`src/rtl/cfg_hdr_pkg.sv`:
```
package cfg_hdr_pkg;

  // Strobes from the decode control to the register datapath
  typedef struct packed {
    logic cmdLoWr;    // write to command byte 0
    logic cmdHiWr;    // write to command byte 1
    logic statHiWr;   // write to status byte 1 (error bits)
    logic rdId;       // read of the identity dword
    logic rdCmdStat;  // read of the command/status dword
  } cfgStrobes_t;

  localparam int ERR_BITS = 5;
  localparam logic [1:0] DEVSEL_MEDIUM = 2'b01;
  localparam int ID_INDEX = 0;
  localparam int CMDSTAT_INDEX = 1;

endpackage

```
`src/rtl/cfg_hdr_ctrl.sv`:
```
module cfg_hdr_ctrl
  import cfg_hdr_pkg::*;
#(
  parameter int IDX_W = 6
) (
  input  logic             clk,
  input  logic             rstN,
  input  logic [IDX_W-1:0] cfgIndex,
  input  logic [3:0]       cfgByteEn,
  input  logic             cfgWr,
  input  logic             cfgRd,
  output cfgStrobes_t      strobes
);

  localparam logic [IDX_W-1:0] IDX_ID  = IDX_W'(ID_INDEX);
  localparam logic [IDX_W-1:0] IDX_CMD = IDX_W'(CMDSTAT_INDEX);

  logic hitId;
  logic hitCmd;
  logic unusedBe;

  assign hitId    = (cfgIndex == IDX_ID);
  assign hitCmd   = (cfgIndex == IDX_CMD);
  assign unusedBe = cfgByteEn[2]; // status byte 0 holds constants only

  always_comb begin
    strobes           = '0;
    strobes.cmdLoWr   = cfgWr && hitCmd && cfgByteEn[0];
    strobes.cmdHiWr   = cfgWr && hitCmd && cfgByteEn[1];
    strobes.statHiWr  = cfgWr && hitCmd && cfgByteEn[3];
    strobes.rdId      = cfgRd && hitId;
    strobes.rdCmdStat = cfgRd && hitCmd;
  end

  // no write strobe, no register write
  p_no_wr_idle_r5: assert property (@(posedge clk) disable iff (!rstN)
    !cfgWr |-> !(strobes.cmdLoWr || strobes.cmdHiWr || strobes.statHiWr));

  // a cleared byte enable blocks the error-bit write
  p_be_gate_r5: assert property (@(posedge clk) disable iff (!rstN)
    !cfgByteEn[3] |-> !strobes.statHiWr);

  // the two read targets never collide
  p_rd_excl_r10: assert property (@(posedge clk) disable iff (!rstN)
    !(strobes.rdId && strobes.rdCmdStat));

endmodule

```
`src/rtl/cfg_hdr_dpath.sv`:
```
module cfg_hdr_dpath
  import cfg_hdr_pkg::*;
#(
  parameter logic [15:0] VENDOR_ID = 16'h1078,
  parameter logic [15:0] DEVICE_ID = 16'h0001
) (
  input  logic        clk,
  input  logic        rstN,
  input  cfgStrobes_t strobes,
  input  logic [31:0] wrData,
  input  logic [ERR_BITS-1:0] errSet,  // {15,14,13,12,11}
  output logic [31:0] rdData,
  output logic        serrEnable,
  output logic        parityRespEnable,
  output logic        busMasterEnable
);

  localparam int ERR_LSB = 27; // status bit 11 sits at dword bit 27

  logic                serrEnR;
  logic                perrRespR;
  logic                bmEnR;
  logic [ERR_BITS-1:0] errR;
  logic [ERR_BITS-1:0] errClr;
  logic [15:0]         cmdWord;
  logic [15:0]         statWord;
  logic [31:0]         rdDataR;
  logic                unusedWr;

  assign unusedWr = ^{wrData[26:9], wrData[7], wrData[5:3], wrData[1:0]};

  // Writable command bits
  always_ff @(posedge clk) begin
    if (!rstN) begin
      serrEnR   <= 1'b0;
      perrRespR <= 1'b0;
      bmEnR     <= 1'b1;
    end else begin
      if (strobes.cmdLoWr) begin
        bmEnR     <= wrData[2];
        perrRespR <= wrData[6];
      end
      if (strobes.cmdHiWr) begin
        serrEnR <= wrData[8];
      end
    end
  end

  assign errClr = strobes.statHiWr ? wrData[ERR_LSB +: ERR_BITS] : '0;

  // Sticky error bits: event set beats write-1 clear
  for (genvar gi = 0; gi < ERR_BITS; gi++) begin : g_err
    always_ff @(posedge clk) begin
      if (!rstN)            errR[gi] <= 1'b0;
      else if (errSet[gi])  errR[gi] <= 1'b1;
      else if (errClr[gi])  errR[gi] <= 1'b0;
    end

    // a set event always leaves the bit high
    p_set_wins_r9: assert property (@(posedge clk) disable iff (!rstN)
      errSet[gi] |=> errR[gi]);

    // a lone write-1 clears the bit
    p_w1c_r8: assert property (@(posedge clk) disable iff (!rstN)
      (errClr[gi] && !errSet[gi]) |=> !errR[gi]);

    // without clear the bit never falls
    p_sticky_r7: assert property (@(posedge clk) disable iff (!rstN)
      !errClr[gi] |=> !$fell(errR[gi]));
  end

  assign cmdWord  = {6'b0, 1'b0, serrEnR, 1'b0, perrRespR, 3'b000, bmEnR, 2'b11};
  assign statWord = {errR, DEVSEL_MEDIUM, 1'b0, 1'b1, 7'b0};

  always_ff @(posedge clk) begin
    if (!rstN)                  rdDataR <= '0;
    else if (strobes.rdId)      rdDataR <= {DEVICE_ID, VENDOR_ID};
    else if (strobes.rdCmdStat) rdDataR <= {statWord, cmdWord};
    else                        rdDataR <= '0;
  end

  assign rdData           = rdDataR;
  assign serrEnable       = serrEnR;
  assign parityRespEnable = perrRespR;
  assign busMasterEnable  = bmEnR;

  // enables hold when their byte is not written
  p_bm_hold_r5: assert property (@(posedge clk) disable iff (!rstN)
    !strobes.cmdLoWr |=> $stable(busMasterEnable) && $stable(parityRespEnable));
  p_serr_hold_r5: assert property (@(posedge clk) disable iff (!rstN)
    !strobes.cmdHiWr |=> $stable(serrEnable));

  // constant fields in a command/status read
  p_const_r6: assert property (@(posedge clk) disable iff (!rstN)
    strobes.rdCmdStat |=> (rdData[26:25] == 2'b01) && rdData[23] && (rdData[1:0] == 2'b11)
                          && (rdData[15:9] == 7'b0));

  // identity read returns the fixed codes
  p_id_r2: assert property (@(posedge clk) disable iff (!rstN)
    strobes.rdId |=> rdData == {DEVICE_ID, VENDOR_ID});

endmodule

```
`src/rtl/cfg_hdr_top.sv`:
```
module cfg_hdr_top
  import cfg_hdr_pkg::*;
#(
  parameter int          IDX_W     = 6,
  parameter logic [15:0] VENDOR_ID = 16'h1078,
  parameter logic [15:0] DEVICE_ID = 16'h0001
) (
  input  logic             clk,
  input  logic             rstN,
  input  logic [IDX_W-1:0] cfgIndex,
  input  logic [3:0]       cfgByteEn,
  input  logic [31:0]      cfgWrData,
  input  logic             cfgWr,
  input  logic             cfgRd,
  output logic [31:0]      cfgRdData,
  input  logic             evtParityErr,
  input  logic             evtSerrDriven,
  input  logic             evtMasterAbort,
  input  logic             evtTargetAbortRcvd,
  input  logic             evtTargetAbortSent,
  output logic             serrEnable,
  output logic             parityRespEnable,
  output logic             busMasterEnable
);

  cfgStrobes_t         strobes;
  logic [ERR_BITS-1:0] errSet;

  assign errSet = {evtParityErr, evtSerrDriven, evtMasterAbort,
                   evtTargetAbortRcvd, evtTargetAbortSent};

  cfg_hdr_ctrl #(.IDX_W(IDX_W)) i_ctrl (
    .clk       (clk),
    .rstN      (rstN),
    .cfgIndex  (cfgIndex),
    .cfgByteEn (cfgByteEn),
    .cfgWr     (cfgWr),
    .cfgRd     (cfgRd),
    .strobes   (strobes)
  );

  cfg_hdr_dpath #(.VENDOR_ID(VENDOR_ID), .DEVICE_ID(DEVICE_ID)) i_dpath (
    .clk              (clk),
    .rstN             (rstN),
    .strobes          (strobes),
    .wrData           (cfgWrData),
    .errSet           (errSet),
    .rdData           (cfgRdData),
    .serrEnable       (serrEnable),
    .parityRespEnable (parityRespEnable),
    .busMasterEnable  (busMasterEnable)
  );

endmodule

```
`config.mk`:
```
export PLATFORM = sky130hd
export DESIGN_NAME = cfg_hdr_top
export DESIGN_NICKNAME = d
export VERILOG_FILES = /design/src/rtl/cfg_hdr_pkg.sv /design/src/rtl/cfg_hdr_ctrl.sv /design/src/rtl/cfg_hdr_dpath.sv /design/src/rtl/cfg_hdr_top.sv
export SDC_FILE = /design/constraint.sdc
export NUM_CORES = 1
export LEC_CHECK = 0
export CAP_MARGIN = 30
export CORE_AREA = 8 8 55 57
export DETAILED_ROUTE_END_ITERATION = 6
export DIE_AREA = 0 0 63 65
export DONT_BUFFER_PORTS = 1
export PLACE_DENSITY = 0.62
export SLEW_MARGIN = 20
export SYNTH_ARGS = -nofsm -noshare
export SYNTH_HDL_FRONTEND = slang
export SYNTH_HIERARCHICAL = 1
export SYNTH_SLANG_ARGS = --single-unit
```
`constraint.sdc`:
```
create_clock -name clk -period 1.3 [get_ports clk]
set_input_delay 0.13 -clock clk [delete_from_list [all_inputs] [get_ports clk]]
set_output_delay 0.13 -clock clk [all_outputs]
set_load 0.03 [all_outputs]
```
## Yosys cells after proc, flatten, opt, wreduce, memory -nomap -nowiden

Cells that the tools add are included.
W data, S select, Z words.

| operators by class | value |
|---|---|
| equal/unequal tests | 1 |
| multiplexer cells | 13 |
| bitwise logic cells | 2 |
| reduce and logical (&&, ||, !) cells | 14 |

Operators with widths:

| kind | number |
|---|---|
| $mux W26 | 1 |
| $mux W17 | 1 |
| $mux W1 | 10 |
| $reduce_bool A2 Y1 | 5 |
| $eq A6 B1 Y1 const B | 1 |
| $logic_and A1 B1 Y1 | 6 |
| $logic_not A6 Y1 | 1 |
| $mux W5 | 1 |
| $reduce_or A3 Y1 | 1 |
| $not A1 Y1 | 2 |
| $reduce_or A2 Y1 | 1 |

| word-level totals | value |
|---|---|
| flip-flop bits (word level) | 39 |
| input port bits | 51 |
| output and inout port bits | 35 |
| word-level logic and storage cells | 41 |

## Depth between registers and ports, before layout

| logic depth | value |
|---|---|
| word-level depth | 6 |
| depth in mapped cells | 5 |
| depth with buffers taken out | 4 |

## Cells and area by module

The synthesis kept the hierarchy.

By module, submodules not included:

| module | instances | cells an instance | area an instance (um^2) |
|---|---|---|---|
| cfg_hdr_dpath | 1 | 75 | 755.7 |
| cfg_hdr_ctrl | 1 | 8 | 72.6 |

## Worst setup path after synthesis

Ideal clock, no wire load.

| timing | value |
|---|---|
| path kind | input to register |
| from | in cfgIndex[5] |
| to | reg i_dpath.rdDataR[27] (netlist: i_dpath/rdData[27]) |
| library setup time | 0.113 ns |
| arrival time | 1.079 ns |
| required time | 1.187 ns |
| path slack | 0.109 ns |
| stages | 5 |
| buffers on the path | 1 |
| path through | nor4_4 and3_2 and3b_1 buf_6 and2_4 |

RTL lines:

| element | RTL line | text |
|---|---|---|
| start: declaration | cfg_hdr_top.sv:10 | `input logic [IDX_W-1:0] cfgIndex,` |
| end signal: assignment | cfg_hdr_dpath.sv:77 | `else if (strobes.rdId) rdDataR <= {DEVICE_ID, VENDOR_ID};` |
| end signal: assignment | cfg_hdr_dpath.sv:78 | `else if (strobes.rdCmdStat) rdDataR <= {statWord, cmdWord};` |
| end: declaration | cfg_hdr_dpath.sv:27 | `logic [31:0] rdDataR;` |

==> results.sh <==
export IMPL_yosys_cell_types_count=19
export IMPL_ctsHoldBuffers=12
export IMPL_area_delta_synth_final_pct=15.4
export IMPL_cpLargestDelayFamily="flip-flops"
export IMPL_critPathKind="reg2out"
export IMPL_track_usage=0.0884
export IMPL_r2r_end="i_dpath/rdData[2]$_SDFF_PP0_"
export IMPL_clkTransAtPathRegs_ns=0.10
export IMPL_wirelength_um=1810
export IMPL_min_from="cfgWrData[8]"
export IMPL_slowest_delay_ns=0.32
export IMPL_instances_no_fill=124
export IMPL_min_period_over_period=0.812
export IMPL_die_h_um=65
export IMPL_hpwlAfterDp_um=1410
export IMPL_synth_xor_area_share=0
export IMPL_fmax_mhz=948
export IMPL_yosysSeqAreaShare=0.435
export IMPL_fin_setup_tns_ns=0
export IMPL_path_max_fanout=4
export IMPL_timing_final_setup_violations=0
export IMPL_cts_root_buf="sky130_fd_sc_hd__clkbuf_4"
export IMPL_io_buffers=0
export IMPL_worst_path_arrival_ns=0.93
export IMPL_fraction_of_the_mapped_netlist_area_in_compound_gates=0.0740
export IMPL_cts_post_setup_buffers_inserted=0
export IMPL_ys_warnings_count=6
export IMPL_clock_sink_count=18
export IMPL_worst_r2r_path_depth=1
export IMPL_n_antenna_cell=0
export IMPL_drv_cap=0
export IMPL_ios=86
export IMPL_rsz0062_at_grt="false"
export IMPL_route_antenna_remaining_nets=0
export IMPL_via_count_of_the_first_global_routing_pass=651
export IMPL_via_count=527
export IMPL_placeableCoreArea_um2=2150
export IMPL_drive_gt1_frac=0.229
export IMPL_weighted_congestion_at_the_end_of_routability_driven_global_placement=0.641
export IMPL_timing_final_hold_violations=0
export IMPL_synth_area_mux_share=0.0363
export IMPL_synthAdderAreaFrac=0
export IMPL_worstSetupEndpointType="output pin"
export IMPL_dr_first_iter_drc_count=16
export IMPL_largest_family_of_logic_cells_by_synthesized_area="buffers and inverters"
export IMPL_drc_errors=0
export IMPL_worstReg2RegStart="i_dpath/busMasterEnable$_SDFFE_PN1P_"
export IMPL_cp_required_ns=1.17
export IMPL_grt_max_degree=11
export IMPL_finalInstanceArea_um2=956
export IMPL_mostFrequentLayoutCell="sky130_fd_sc_hd__dfxtp_1"
export IMPL_wire_per_inst_um=14.6
export IMPL_ff2ff_setup_slack_ns=0.49
export IMPL_critPathBufInv=1
export IMPL_die_area_um2=4100
export IMPL_syn_inst=83
export IMPL_floorplan_initialDensity=0.386
export IMPL_status="finished clean"
export IMPL_placedCellCount=108
export IMPL_grt_first_pass_wirelength_um=2880
export IMPL_routed_via_density=4.25
export IMPL_min_to="i_dpath/serrEnable$_SDFFE_PN0P_"
export IMPL_gr_total_overflow=0
export IMPL_post_synth_cell_area_avg_um2=9.98
export IMPL_min_delay_path_depth=2
export IMPL_fin_skew_ns=0.00242
export IMPL_placement_cell_area_um2=800
export IMPL_finalNetCount=148
export IMPL_path_cells="buf_4"
export IMPL_cts_tree="done"
export IMPL_rows=17
export IMPL_cp_start_kind="register"
export IMPL_synth_seq_cells=18
export IMPL_layout_common_cells="sky130_fd_sc_hd__dfxtp_1, sky130_fd_sc_hd__conb_1, sky130_fd_sc_hd__dlygate4sd3_1, sky130_fd_sc_hd__and2_4, sky130_fd_sc_hd__buf_4"
export IMPL_numCtsBuffers=3
export IMPL_htree_num_levels=1
export IMPL_synth_simple_area_share=0.208
export IMPL_syn_area_um2=828
export IMPL_worst_hold_path_type="in2reg"
export IMPL_power_density_nw_per_um2=1070
export IMPL_ctsResizeCount=0
export IMPL_timing_final_crit_period_ns=1.06
export IMPL_fin_hold_ws_ns=0.0173
export IMPL_total_leakage_power_nw=0.425
export IMPL_die_w_um=63
export IMPL_clock_latency_ns=0.29
export IMPL_maximum_number_of_buffers_from_clock_root_to_sink=2
export IMPL_crit_path_top_delay_cell="sky130_fd_sc_hd__dfxtp_1"
export IMPL_antenna_found_initial=0
export IMPL_finalCoreUtilization=0.445
export IMPL_first_pass_iters=4
export IMPL_drv_slew=0
export IMPL_max_vdd_ir_drop_uv=478
-- power by group --
group          switching, mW  internal [mW]  total (mW)  leakage (nW)
Clock                  0.162          0.171       0.332        0.0210
Sequential           0.00643          0.563       0.569         0.147
Combinational         0.0803         0.0377       0.118         0.258
-- cells in the mapped netlist, drive strengths merged --
cell type  number  area, µm²
inv             5       18.8
dfxtp          18        360
and3b           1       8.76
nand2           1       3.75
and3            2       15.0
a21oi           1       5.00
nor2b           4       25.0
a31oi           5       31.3
and2            8       68.8
nor2            1       3.75
conb            1       3.75
mux2i           3       30.0
and4            3       26.3
nor4            1       21.3
buf            24        181
o21ai           5       25.0
-- area by class of cell --
class | count | area, µm²
multi-input cells | 50 | 320
clock buffers | 4 | 36.3
well taps | 28 | 35.0
repair buffers | 19 | 185
inverters | 5 | 18.8
flip-flops and latches | 18 | 360
fillers | 214 | 1190
-- flip-flops by register name, indices dropped and copies added, names as in the netlist --
| name | flops |
|---|---|
| i_dpath/rdData | 10 |
| i_dpath/errR | 5 |
| i_dpath/busMasterEnable | 1 |
| i_dpath/parityRespEnable | 1 |
| i_dpath/serrEnable | 1 |
-- logic make-up after synthesis --
group | Yosys count
buf+inv | 29
flops | 18
mux | 3
other cells | 1
simple gates | 21
compound gates | 11
-- worst max path at each step --
stage	from	to	slack, ns	depth (start not counted)
floorplan	cfgIndex[5]	i_dpath/rdData[27]$_SDFF_PP0_	0.11	5
global placement	cfgIndex[5]	i_dpath/rdData[29]$_SDFF_PP0_	0.03	5
detailed placement	cfgIndex[5]	i_dpath/rdData[2]$_SDFF_PP0_	0.01	5
CTS	i_dpath/rdData[23]$_SDFF_PP0_	cfgRdData[0]	0.23	1
global route	i_dpath/rdData[23]$_SDFF_PP0_	cfgRdData[1]	0.20	1
finish	i_dpath/rdData[23]$_SDFF_PP0_	cfgRdData[1]	0.24	1
-- per-stage QoR --
stage	power (mW)	setup WS, ns
floorplan	0.698	0.109
global placement	0.663	0.0346
detailed placement	0.665	0.0144
CTS	1.04	0.225
global route	1.07	0.197
finish	1.02	0.245
-- per-layer routing --
metal  global-route usage  vias up  routed length (µm)  part of all wire
li1                     -      260                   -                 -
met1               0.0939      222                 778              0.43
met2                0.140       43                 808              0.45
met3               0.0344        2                 202              0.11
met4               0.0684        0                  24             0.013
met5                    0        -                   0                 0
Power figures use the tool's default switching activity.
